[src/rtl/srx_pkg.sv]
package srx_pkg;

  // Strobes from bit-level control to the byte datapath
  typedef struct packed {
    logic push;     // a destuffed data bit leaves the flag delay line
    logic pushBit;  // value of that bit
    logic open;     // any flag seen: restart unit state
    logic close;    // flag seen while a unit was open
    logic abort;    // seven ones seen while a unit was open
  } srx_strobe_t;

  // Per-unit status, crcGood in bit 0
  typedef struct packed {
    logic oddLen;
    logic aborted;
    logic misaligned;
    logic crcBad;
    logic crcGood;
  } srx_status_t;

  localparam int STATUS_W = $bits(srx_status_t);

  localparam int          NARROW_W   = 16;
  localparam int          WIDE_W     = 32;
  localparam logic [15:0] NARROW_POLY = 16'h8408;
  localparam logic [15:0] NARROW_RES  = 16'h1D0F;
  localparam logic [31:0] WIDE_POLY   = 32'hEDB88320;
  localparam logic [31:0] WIDE_RES    = 32'hC704DD7B;

endpackage

[src/rtl/srx_crc.sv]
module srx_crc #(
  parameter int          W    = 16,
  parameter logic [W-1:0] POLY = '0
) (
  input  logic         clk,
  input  logic         rstN,
  input  logic         preset,
  input  logic         step,
  input  logic         bitIn,
  output logic [W-1:0] state
);
  logic fb;
  assign fb = state[0] ^ bitIn;

  always_ff @(posedge clk or negedge rstN) begin
    if (!rstN) begin
      state <= '1;
    end else if (preset) begin
      state <= '1;
    end else if (step) begin
      state <= (state >> 1) ^ (fb ? POLY : '0);
    end
  end
endmodule

[src/rtl/srx_ctrl.sv]
module srx_ctrl
  import srx_pkg::*;
#(
  parameter int RUN_W    = 4,
  parameter int IDLE_RUN = 15
) (
  input  logic        clk,
  input  logic        rstN,
  input  logic        rxBit,
  output srx_strobe_t strobe,
  output logic        lineAbort,
  output logic        lineIdle
);
  localparam int DLY    = 7;               // flag bits that precede the final 0
  localparam int FILL_W = $clog2(DLY + 1);
  localparam logic [RUN_W-1:0]  STUFF_RUN = RUN_W'(5);
  localparam logic [RUN_W-1:0]  FLAG_RUN  = RUN_W'(6);
  localparam logic [RUN_W-1:0]  IDLE_MAX  = RUN_W'(IDLE_RUN);
  localparam logic [RUN_W-1:0]  IDLE_PRE  = RUN_W'(IDLE_RUN - 1);
  localparam logic [FILL_W-1:0] FILL_FULL = FILL_W'(DLY);

  logic [RUN_W-1:0]  onesRun;
  logic              inFrame;
  logic [DLY-1:0]    dly;
  logic [FILL_W-1:0] fill;

  logic isFlag, isStuff, isAbort, accept;

  always_comb begin
    isFlag  = !rxBit && (onesRun == FLAG_RUN);
    isStuff = !rxBit && (onesRun == STUFF_RUN);
    isAbort =  rxBit && (onesRun == FLAG_RUN);
    accept  = inFrame && !isFlag && !isStuff && !isAbort;

    strobe.push    = accept && (fill == FILL_FULL);
    strobe.pushBit = dly[DLY-1];
    strobe.open    = isFlag;
    strobe.close   = isFlag && inFrame;
    strobe.abort   = isAbort && inFrame;
  end

  always_ff @(posedge clk or negedge rstN) begin
    if (!rstN) begin
      onesRun   <= '0;
      inFrame   <= 1'b0;
      dly       <= '0;
      fill      <= '0;
      lineAbort <= 1'b0;
      lineIdle  <= 1'b0;
    end else begin
      if (!rxBit)                 onesRun <= '0;
      else if (onesRun != IDLE_MAX) onesRun <= onesRun + 1'b1;

      if (isFlag) begin
        inFrame <= 1'b1;
        fill    <= '0;
      end else if (isAbort) begin
        inFrame <= 1'b0;
        fill    <= '0;
      end else if (accept) begin
        dly <= {dly[DLY-2:0], rxBit};
        if (fill != FILL_FULL) fill <= fill + 1'b1;
      end

      lineAbort <= isAbort;
      lineIdle  <= rxBit && (onesRun >= IDLE_PRE);
    end
  end

  AST_IDLE_NO_DATA: assert property (@(posedge clk) disable iff (!rstN)
    lineIdle |-> !strobe.push) else $error("data accepted on idle line");

  AST_ABORT_LEAVES_UNIT: assert property (@(posedge clk) disable iff (!rstN)
    lineAbort |-> !inFrame) else $error("unit still open after abort");

endmodule

[src/rtl/srx_dpath.sv]
module srx_dpath
  import srx_pkg::*;
#(
  parameter int MAX_CK = 4   // check bytes of the wide check
) (
  input  logic                clk,
  input  logic                rstN,
  input  srx_strobe_t         strobe,
  input  logic                crcWide,
  input  logic                outReady,
  output logic                outValid,
  output logic [7:0]          outByte,
  output logic                outSof,
  output logic                outEof,
  output srx_status_t         outStatus,
  output logic                overrun
);
  localparam int NARROW_CK = NARROW_W / 8;
  localparam int HOLD      = MAX_CK + 1;
  localparam int CNT_W     = $clog2(HOLD + 1);
  localparam logic [CNT_W-1:0] DEPTH_N = CNT_W'(NARROW_CK + 1);
  localparam logic [CNT_W-1:0] DEPTH_W = CNT_W'(MAX_CK + 1);

  logic [7:0]       shiftByte;
  logic [2:0]       bitPos;
  logic [7:0]       held [HOLD];
  logic [CNT_W-1:0] cnt;
  logic             sofDone;
  logic             parity;

  logic [NARROW_W-1:0] crcN, revN;
  logic [WIDE_W-1:0]   crcW, revW;

  srx_crc #(.W(NARROW_W), .POLY(NARROW_POLY)) uCrcN (
    .clk(clk), .rstN(rstN), .preset(strobe.open), .step(strobe.push),
    .bitIn(strobe.pushBit), .state(crcN));

  srx_crc #(.W(WIDE_W), .POLY(WIDE_POLY)) uCrcW (
    .clk(clk), .rstN(rstN), .preset(strobe.open), .step(strobe.push),
    .bitIn(strobe.pushBit), .state(crcW));

  always_comb begin
    for (int k = 0; k < NARROW_W; k++) revN[k] = crcN[NARROW_W-1-k];
    for (int k = 0; k < WIDE_W; k++)   revW[k] = crcW[WIDE_W-1-k];
  end

  logic [CNT_W-1:0] depth;
  logic [7:0]       newByte, oldest;
  logic             byteDone, full, emitData, emitEnd, residueOk;
  srx_status_t      endStatus;

  always_comb begin
    depth     = crcWide ? DEPTH_W : DEPTH_N;
    newByte   = {strobe.pushBit, shiftByte[7:1]};
    byteDone  = strobe.push && (bitPos == 3'd7);
    full      = (cnt == depth);
    oldest    = crcWide ? held[MAX_CK] : held[NARROW_CK];
    emitData  = byteDone && full;
    emitEnd   = (strobe.close || strobe.abort) && full;
    residueOk = crcWide ? (revW == WIDE_RES) : (revN == NARROW_RES);

    endStatus = '0;
    if (strobe.abort) begin
      endStatus.aborted = 1'b1;
    end else begin
      endStatus.misaligned = (bitPos != 3'd0);
      endStatus.crcGood    = (bitPos == 3'd0) && residueOk;
      endStatus.crcBad     = (bitPos == 3'd0) && !residueOk;
      endStatus.oddLen     = parity;
    end
  end

  // holding line: newest at index 0
  always_ff @(posedge clk or negedge rstN) begin
    if (!rstN)         held[0] <= '0;
    else if (byteDone) held[0] <= newByte;
  end

  generate
    for (genvar i = 1; i < HOLD; i++) begin : gHold
      always_ff @(posedge clk or negedge rstN) begin
        if (!rstN)         held[i] <= '0;
        else if (byteDone) held[i] <= held[i-1];
      end
    end
  endgenerate

  always_ff @(posedge clk or negedge rstN) begin
    if (!rstN) begin
      shiftByte <= '0;
      bitPos    <= '0;
      cnt       <= '0;
      sofDone   <= 1'b0;
      parity    <= 1'b0;
    end else if (strobe.open || strobe.abort) begin
      bitPos  <= '0;
      cnt     <= '0;
      sofDone <= 1'b0;
      parity  <= 1'b0;
    end else if (strobe.push) begin
      shiftByte <= newByte;
      bitPos    <= bitPos + 3'd1;
      if (byteDone) begin
        parity <= ~parity;
        if (!full) cnt <= cnt + 1'b1;
        if (full)  sofDone <= 1'b1;
      end
    end
  end

  always_ff @(posedge clk or negedge rstN) begin
    if (!rstN) begin
      outValid  <= 1'b0;
      outByte   <= '0;
      outSof    <= 1'b0;
      outEof    <= 1'b0;
      outStatus <= '0;
      overrun   <= 1'b0;
    end else begin
      outValid  <= 1'b0;
      outSof    <= 1'b0;
      outEof    <= 1'b0;
      outStatus <= '0;
      overrun   <= 1'b0;
      if (emitData || emitEnd) begin
        if (outReady) begin
          outValid  <= 1'b1;
          outByte   <= oldest;
          outSof    <= !sofDone;
          outEof    <= emitEnd;
          outStatus <= emitEnd ? endStatus : '0;
        end else begin
          overrun <= 1'b1;
        end
      end
    end
  end

  AST_VALID_OR_OVERRUN: assert property (@(posedge clk) disable iff (!rstN)
    !(outValid && overrun)) else $error("beat and overrun together");

  AST_ONE_VERDICT: assert property (@(posedge clk) disable iff (!rstN)
    (outValid && outEof) |-> $countones({outStatus.aborted, outStatus.misaligned,
                                         outStatus.crcBad, outStatus.crcGood}) == 1)
    else $error("end beat without a single verdict");

  AST_MID_STATUS_CLEAR: assert property (@(posedge clk) disable iff (!rstN)
    (outValid && !outEof) |-> (outStatus == '0)) else $error("status on middle beat");

endmodule

[src/rtl/srx_top.sv]
module srx_top
  import srx_pkg::*;
#(
  parameter int MAX_CK   = 4,
  parameter int RUN_W    = 4,
  parameter int IDLE_RUN = 15
) (
  input  logic       clk,
  input  logic       rstN,
  input  logic       rxBit,
  input  logic       crcWide,
  input  logic       outReady,
  output logic       outValid,
  output logic [7:0] outByte,
  output logic       outSof,
  output logic       outEof,
  output logic [4:0] outStatus,
  output logic       overrun,
  output logic       lineAbort,
  output logic       lineIdle
);
  srx_strobe_t strobe;
  srx_status_t status;

  srx_ctrl #(.RUN_W(RUN_W), .IDLE_RUN(IDLE_RUN)) uCtrl (
    .clk(clk), .rstN(rstN), .rxBit(rxBit), .strobe(strobe),
    .lineAbort(lineAbort), .lineIdle(lineIdle));

  srx_dpath #(.MAX_CK(MAX_CK)) uDpath (
    .clk(clk), .rstN(rstN), .strobe(strobe), .crcWide(crcWide),
    .outReady(outReady), .outValid(outValid), .outByte(outByte),
    .outSof(outSof), .outEof(outEof), .outStatus(status), .overrun(overrun));

  assign outStatus = status;

  AST_ABORT_WITH_LINE: assert property (@(posedge clk) disable iff (!rstN)
    (outValid && outStatus[3]) |-> lineAbort) else $error("aborted beat without abort pulse");

endmodule

[config.mk]
export PLATFORM = sky130hd
export DESIGN_NAME = srx_top
export DESIGN_NICKNAME = d
export VERILOG_FILES = /design/src/rtl/srx_pkg.sv /design/src/rtl/srx_crc.sv /design/src/rtl/srx_ctrl.sv /design/src/rtl/srx_dpath.sv /design/src/rtl/srx_top.sv
export SDC_FILE = /design/constraint.sdc
export NUM_CORES = 1
export LEC_CHECK = 0
export BUFFER_PORTS_ARGS = -buffer_cell sky130_fd_sc_hd__buf_4
export CORE_MARGIN = 2
export CORE_UTILIZATION = 40
export DETAILED_ROUTE_END_ITERATION = 8
export GPL_TIMING_DRIVEN = 1
export SLEW_MARGIN = 20
export SYNTH_ARGS = -nofsm -noshare
export SYNTH_HDL_FRONTEND = slang
export SYNTH_HIERARCHICAL = 1
export SYNTH_SLANG_ARGS = --single-unit
[constraint.sdc]
create_clock -name clk -period 3.4 [get_ports clk]
set_input_delay 0.51 -clock clk [delete_from_list [all_inputs] [get_ports clk]]
set_output_delay 0.51 -clock clk [all_outputs]
set_load 0.03 [all_outputs]
Yosys cells after proc, flatten, opt, wreduce, memory -nomap -nowiden

Index checks and enable logic that the tools add are counted.

Bits in registers: 138
Input bits: 5
Output and inout bits: 19
Word-level logic and storage cells: 136

Add/sub/neg operators: 4
Order comparisons: 1
Eq/ne operators: 11
Muxes and demuxes: 44
Bitwise logic cells: 8
Reductions and logical operators: 40

Operator list:

| kind                 | count |
|---|---|
| $mux 32              | 3 |
| $mux 16              | 3 |
| $mux 3               | 12 |
| $eq 32x32->1 const B | 1 |
| $xor 31x32->32       | 1 |
| $mux 1               | 20 |
| $eq 16x13->1 const B | 1 |
| $xor 15x16->16       | 1 |
| $logic_and 1x1->1    | 15 |
| $mux 5               | 3 |
| $reduce_bool 2->1    | 5 |
| $add 3x1->3 const B  | 3 |
| $reduce_and 3->1     | 3 |
| $reduce_bool 3->1    | 3 |
| $eq 4x3->1 const B   | 2 |
| $mux 4               | 2 |
| $mux 8               | 1 |
| $reduce_and 2->1     | 4 |
| $eq 3x3->1 const B   | 2 |
| $logic_not 1->1      | 6 |
| $add 4x1->4 const B  | 1 |
| $ge 4x4->1 const B   | 1 |
| $ne 4x4->1 const B   | 1 |
| $not 1->1            | 4 |
| other kinds (7)      | 10 |

Depth between registers and ports, before layout

Gate-level depths: netlist of run 1.

Word-level depth: 11
Depth in mapped cells: 11
Gate-level depth less buffers: 9

Modules after synthesis

The synthesis of run 1 kept the hierarchy.

Modules (own cells, without submodules):

| module                 | times used | cells an instance | area each (µm²) | sequential area each (µm²) |
|---|---|---|---|---|
| srx_dpath              | 1          | 222               | 3,019.1         | 1,801.7 |
| srx_crc (uDpath.uCrcW) | 1          | 123               | 1,725.4         | 840.8 |
| srx_ctrl               | 1          | 68                | 813.3           | 425.4 |
| srx_crc (uDpath.uCrcN) | 1          | 56                | 740.7           | 420.4 |

Least setup slack after synthesis of run 1

Ideal clock, no wire load.

Kind: reg2reg
Start: register uCtrl.onesRun[0]
End: register uDpath/held[16] (netlist bit)
Setup time: 125 ps
Data arrival time: 2,298 ps
Data required time: 3,275 ps
Slack: 977 ps
Cell stages (with the launch flop): 11
Path buffers: 3
Clock period less this slack: 2,423 ps
Path through: dfrtp_1 -> inv_1 -> ha_1 -> nor2b_1 -> a2bb2oi_4 -> nor2_1 -> buf_2 -> and2_1 -> buf_2 -> buf_4 -> mux2_2

RTL lines:

| what                            | RTL line        | text |
|---|---|---|
| from (decl)                     | srx_ctrl.sv:22  | `logic [RUN_W-1:0] onesRun;` |
| from (signal assigned)          | srx_ctrl.sv:52  | `else if (onesRun != IDLE_MAX) onesRun <= onesRun + 1'b1;` |
| to (signal, indexed assignment) | srx_dpath.sv:83 | `else if (byteDone) held[i] <= held[i-1];` |
| to (decl)                       | srx_dpath.sv:26 | `logic [7:0] held [HOLD];` |

==> metrics.txt, run 1 <==
post-synth top area share a little over a third; Setup Buffers After CTS 0; commonest cells in the netlist dfrtp_1, mux2_2, nor2b_1; Slew HR 40.3%; CTS sink count around 140; cell taking the most area after synthesis dfrtp_1; Worst-path clk slew 60 ps; ranking of synthesized cells by area dfrtp_1, dfstp_2, mux2_2, a211o_1, xor3_1; warnings from Yosys 6; Inserted Diodes 0; layout cells sized above 1 between 30 and 40%; simple-gate share of the synthesized area 11.6%; via count 3600; unrepaired setup endpoints after global routing false; Clock Tree Root clkbuf_16; largest net degree at the start of global routing 97; crit share post-route between 70% and 80%; grt ovf 0; mapped cell area around 0.0063 mm^2; DIE WIDTH between 100 and 150 um; CP endpoint uDpath/uCrcN/state[1]$_DFFE_PN1P_; DRT Wirelength ~11 mm; clk buf depth 2; Worst R2R Start uCtrl/onesRun[0]$_DFFE_PN0P_; Top Family by Delay on Critical Path buffers and inverters; most common cell in the netlist dfrtp_1; die area ~0.017 mm^2; vias in the first global route between 3000 and 4000; crit path launch uCtrl/onesRun[0]$_DFFE_PN0P_; async set-reset flop share out of synthesis 100%; P_int 4.38 mW; Clock Power Share a little under a third; crit path cell chain inv_1 > ha_1 > nor2b_1 > a2bb2oi_4 > nor2_4 > buf_4 > nor2b_1 > a211o_1; dpl hpwl approximately 6.1 mm; Layout Nets ~500; total CTS buffers 17; Pwr per Cell Area 841 mW/mm^2; Leak 3.57 nW; Req. time, crit path 3740 ps; combinational fraction of design power between 20% and 30%; multi-input logic area ~0.0026 mm^2; initial antenna violation count 0; Hold Crit Class in2async; fin cells between 700 and 800; CP endpoint kind flip-flop; Reg2Reg Depth 8; max-slew violation count 0; XOR/XNOR Fraction of Synth Area under 10%; Die Ht ~130 um; DR vias/cell roughly 5.1; Ports 24; most common flop cell mapped by yosys dfrtp_1; Netlist cell types 50; filler cell count roughly 1400; Post-Synth Adder-Cell Area approximately 1.8%; Iteration-0 DRC Markers just under 200; CP Launch Type flip-flop; Layout area overhead 14.8%; Cells after DPL roughly 680; drt drc 0; final hold vios 0; storage element area around 0.0035 mm^2; Util after Layout a little under half; Max VDD drop between 0.5 and 0.6 mV; highest-delay cell along the critical path buf_4; fmax roughly 380 MHz; gr usage total 13.9%; htree depth 4; Synth Area in Compound Gates a little under a tenth; Mapped Cells ~470; wire length per cell roughly 15 um; Switching Fraction between 20% and 30%; ANT nets after route 0; TritonCTS clock tree done; first-pass GRT wire length about 18 mm; syn_nets just under 500; post-synthesis mux area share between 10% and 20%; EDFF count, synth 0; Max-Cap Viols 0; status finished, final reports clean; DR pass1 iterations 4; later-pin clock latency in the skew report about 400 ps; Period minus WS final between 2000 and 3000 ps; Bufs and invs on worst path 2; Initial Util roughly two fifths; switching power total around 1.7 mW; Arr. time, crit path between 2000 and 3000 ps; Fin Clk Skew ~8.1 ps; Hold Buf Count CTS 0; largest family of logic cells by synthesized area simple AND/OR/NAND/NOR gates; crit path kind reg2reg; count of final setup violators 0; Yosys reg bits between 100 and 150; post-synthesis sequential area ratio between 50 and 60%; max incr delay on CP roughly 730 ps; core area about 0.015 mm^2; sequential power share about 43%; Worst-Margin Slew between 800 and 900 ps; Routability Congestion approximately 0.76; flop2flop setup slack 790 ps; Rows 45; setup_tns 0 ps; syn avg cell area roughly 13 um^2; most frequent CP cell nor2b_1; CP Depth 8; # port buffers 23; RR Endpoint uDpath/uCrcN/state[1]$_DFFE_PN1P_; crit path max fanout 96; post_cts resized 0
-- layer usage --
layer / GRT usage, % / share of wire [%]
met1: 18.2 / 48
met2: 21.6 / 47
met3: 4.29 / 3.1
met4: 5.76 / 1.8
met5: 0 / 0
-- cells in the final DEF, fill, tap and decap left out, drive strengths merged, types with 9 or more instances in the layout --
cell    instances
nand2          15
a211o          48
mux2i          13
nor2           19
inv            22
xor3           15
buf            27
dfrtp          89
dfstp          48
nor3            9
clkbuf         18
o21ai          11
ha              9
mux2           53
nor2b          50
-- power groups by stage --
stage,clock network (mW),logic [mW],registers [mW]
6_report,1.89,1.57,2.62
5_1_grt,2.03,1.75,2.70
4_1_cts,1.95,1.59,2.62
3_5_place_dp,0,1.57,2.64
3_3_place_gp,0,1.52,2.62
2_1_floorplan,0,1.49,2.46
-- worst min path at each step --
| stage | startpoint | end | cells after the start |
|---|---|---|---|
| 2_1_floorplan | rstN | uCtrl/dly[0]$_DFFE_PN0P_ | 0 |
| 3_3_place_gp | uDpath/sofDone$_DFFE_PN0P_ | uDpath/outSof$_DFF_PN0_ | 1 |
| 3_5_place_dp | uDpath/sofDone$_DFFE_PN0P_ | uDpath/outSof$_DFF_PN0_ | 1 |
| 4_1_cts | rstN | uCtrl/onesRun[3]$_DFFE_PN0P_ | 1 |
| 5_1_grt | rstN | uCtrl/onesRun[2]$_DFFE_PN0P_ | 1 |
| 6_report | rstN | uCtrl/onesRun[3]$_DFFE_PN0P_ | 1 |
-- registers in the layout, summed over array words and instances (netlist names), 3 cells and up --
name,cells
uCtrl/onesRun,4
uDpath/uCrcN/state,16
uDpath/bitPos,3
uCtrl/dly,7
uDpath/held,40
uDpath/uCrcW/state,32
uCtrl/fill,3
uDpath/shiftByte,7
uDpath/cnt,3
uDpath/outByte,8
uDpath/outStatus,5
-- final cells by class --
cell class | instances | area share (%)
sequential | 137 | 48.2
multi-input combinational | 290 | 35.9
clock buffer | 18 | 6.07
tap | 211 | 3.65
timing repair buffer | 27 | 2.98
clock inverter | 14 | 2.46
inverter | 14 | 0.727
-- kinds of logic after synthesis --
family,after synthesis
simple gates,122
xor+xnor,22
buf+inv,42
compound gates,71
mux,66
fa+ha+maj,9
flops,137
-- per-stage QoR --
step                      total power [mW]  instance area [um^2]  setup slack [ps]  hold slack [ps]
final                                 6.08                  7230               786              213
after global routing                  6.47                  7230               562              253
after CTS                             6.17                  7230               796              223
after detailed placement              4.22                  6610               812              434
after global placement                4.14                  6610               932              437
after floorplan                       3.95                  6300               977              214
(Power assumes the default switching activity.)
==> run 2: changes to the inputs <==
- ABC_AREA: unset -> 1
- clock period: 3.4 -> 2.2 ns (I/O delays scaled with it)
==> metrics.txt, run 2 <==
status finished, final reports clean; crit path launch uCtrl/onesRun[0]$_DFFE_PN0P_; ranking of synthesized cells by area dfrtp_1, dfstp_2, nand2_1, inv_1, o21ai_0; highest routed layer met4; commonest cells after routing, fill and taps aside nand2_1, inv_1, dfrtp_1; crit path cell chain inv_1 > ha_1 > nand3_4 > nand3_4 > nor2_4 > buf_12 > inv_2 > nor2_8 > buf_4 > a22oi_2; mapped cell area 0.00634 mm^2; Req. time, crit path 2550 ps; crit path kind reg2reg; WL met3 roughly 460 um; unrepaired setup endpoints after global routing false; cell taking the most area after synthesis dfrtp_1; CP Launch Type flip-flop; post-synthesis sequential area ratio 55.0%; layout cells sized above 1 22.5%; Iteration-0 DRC Markers approximately 380; Finished Cell Area 0.00741 mm^2; Die Ht 130 um; DR vias/cell between 4 and 5; Max VDD drop 0.567 mV; fin cells approximately 1000; Largest register FFs 40; DR pass1 iterations 5; commonest cells in the netlist nand2_1, inv_1, dfrtp_1; most common flop cell mapped by yosys dfrtp_1; most common cell in the netlist nand2_1; Biggest register uDpath/held; initial antenna violation count 0; syn avg cell area approximately 8.9 um^2; via count 4604; biggest regs uDpath/held: 40 flops, uDpath/uCrcW/state: 32 flops, uDpath/uCrcN/state: 16 flops; storage element area ~0.0035 mm^2; CP endpoint kind flip-flop; Layout area overhead 16.8%; Period minus WS final 2030 ps; clk buf depth 2; fmax a little under 500 MHz; Worst-Margin Slew 436 ps; Clock Tree Root clkbuf_16; max incr delay on CP just under 400 ps; Slew HR around 71%; Cells after DPL roughly 940; gr usage total between 10% and 20%; syn_nets 723; Ports 24; wire length per cell roughly 13 um; Leak roughly 3.7 nW; crit path max fanout 25; CTS sink count roughly 140; later-pin clock latency in the skew report 420 ps; DIE WIDTH 130 um; core area ~0.016 mm^2; Hold Crit Class in2reg; largest net degree at the start of global routing 64; Max-Cap Viols 0; Worst-path clk slew roughly 60 ps; warnings from Yosys 6; final hold vios 0; setup_tns 0 ps; crit share post-route about 92%; WL met1 between 5 and 6 mm; htree depth 4; Layout Nets between 700 and 800; drt drc 0; Routability Congestion ~0.86; Yosys reg bits between 100 and 150; Fin Clk Skew around 8.6 ps; CP endpoint uDpath/uCrcW/state[2]$_DFFE_PN1P_; flop2flop setup slack around 170 ps; total CTS buffers 17; async set-reset flop share out of synthesis between 90% and 100%; die area approximately 0.017 mm^2; Detail Route met2 WL about 5.6 mm; Inserted Diodes 0; Initial Util 40.4%; count of final setup violators 0; filler cell count 1448; Netlist cell types 34; first-pass GRT wire length 21.3 mm; ANT nets after route 0; vias in the first global route about 4400; DRT Wirelength about 12 mm; Rows 46; Arr. time, crit path 2380 ps; EDFF count, synth 0; Pwr per Cell Area around 1300 mW/mm^2; grt ovf 0; Worst R2R Start uCtrl/onesRun[0]$_DFFE_PN0P_; dpl hpwl between 8 and 9 mm; multi-input logic area 0.00228 mm^2; post-synth top area share 35.1%; TritonCTS clock tree done; # port buffers 23; most frequent CP cell nand3_4; max-slew violation count 0; Reg2Reg Depth 10; Mapped Cells a little over 700; DP Area a little under 0.007 mm^2; highest-delay cell along the critical path dfrtp_1; most common cell after layout, fill and taps aside nand2_1; RR Endpoint uDpath/uCrcW/state[2]$_DFFE_PN1P_
[run 2: changes by cell type in the layout (fill, tap and decap cells not counted), moves of 48 or more]
cell	before	now
nor2b_1	50	0
a211o_1	48	0
o21ai_0	2	57
inv_1	13	106
nand2_1	14	197
mux2_2	53	0
[run 2: what timing repair did]
item | in CTS | in global routing
buffers inserted | 0 | 2
pin swaps | 0 | 2
endpoints found under the hold margin | 23 | 0
resized for setup | 1 | 5
endpoints found under the setup margin | 1 | 35
hold buffers | 1 | 0
[run 2: critical path: cells and delay by family, from the launching register on]
kind,cells,cell delay [ps]
simple gates,4,610
compound gates,1,60
fa+ha+maj,1,250
buf+inv,4,620
flops,1,390
[run 2: where the power goes]
part	total [mW]	internal [mW]	switching [mW]	leakage (nW)
registers	3.93	3.47	0.468	1.67
logic	2.40	0.919	1.48	1.80
clock network	2.97	1.92	1.05	0.282
total	9.30	6.30	3.00	3.75
[run 2: worst min-delay path by stage]
stage                         from                            to  cells past startpoint
after floorplan               rstN      uCtrl/dly[0]$_DFFE_PN0P_                      0
after global placement        rstN  uCtrl/onesRun[3]$_DFFE_PN0P_                      1
after detailed placement      rstN  uCtrl/onesRun[2]$_DFFE_PN0P_                      1
after CTS                 outReady      uDpath/overrun$_DFF_PN0_                      2
after global routing         rxBit  uCtrl/onesRun[1]$_DFFE_PN0P_                      3
final                     outReady      uDpath/overrun$_DFF_PN0_                      2
[run 2: layout make-up]
type	count	share of cell area [%]
Sequential cell	137	47.1
Multi-Input combinational cell	435	30.8
Clock inverter	12	2.35
Timing Repair Buffer	38	4.39
Inverter	113	5.73
Clock buffer	20	6.03
Tap cell	216	3.65
[run 2: metrics by stage]
stage / power, mW / hold slack, ps / utilization, % / setup slack (ps)
after global placement: 6.24 / 265 / 42.9 / 161
after floorplan: 5.79 / 34.4 / - / 0.681
after CTS: 9.39 / 183 / 46.9 / 19.7
after global routing: 9.97 / 216 / 47.1 / 9.76
final: 9.30 / 204 / 47.1 / 169
after detailed placement: 6.36 / 272 / 42.9 / 22.6
[run 2: logic make-up (layout without fill, tap and decap cells)]
kind of cell | after synthesis | in the layout | synth area share, %
AOI/OAI and AO/OA | 107 | 107 | 11.6
xor gates and xnor gates | 1 | 1 | 0.138
adders and majority gates | 9 | 9 | 1.77
buffers and inverters | 137 | 183 | 9.56
DFF | 137 | 137 | 55.0
and+or+nand+nor | 318 | 318 | 21.9
[run 2: layer usage]
layer  GRT usage (%)  up-vias
met5               0        -
met4            6.45        0
met3            3.73       12
met2            25.1       85
met1            21.6     2208
li1                -     2299
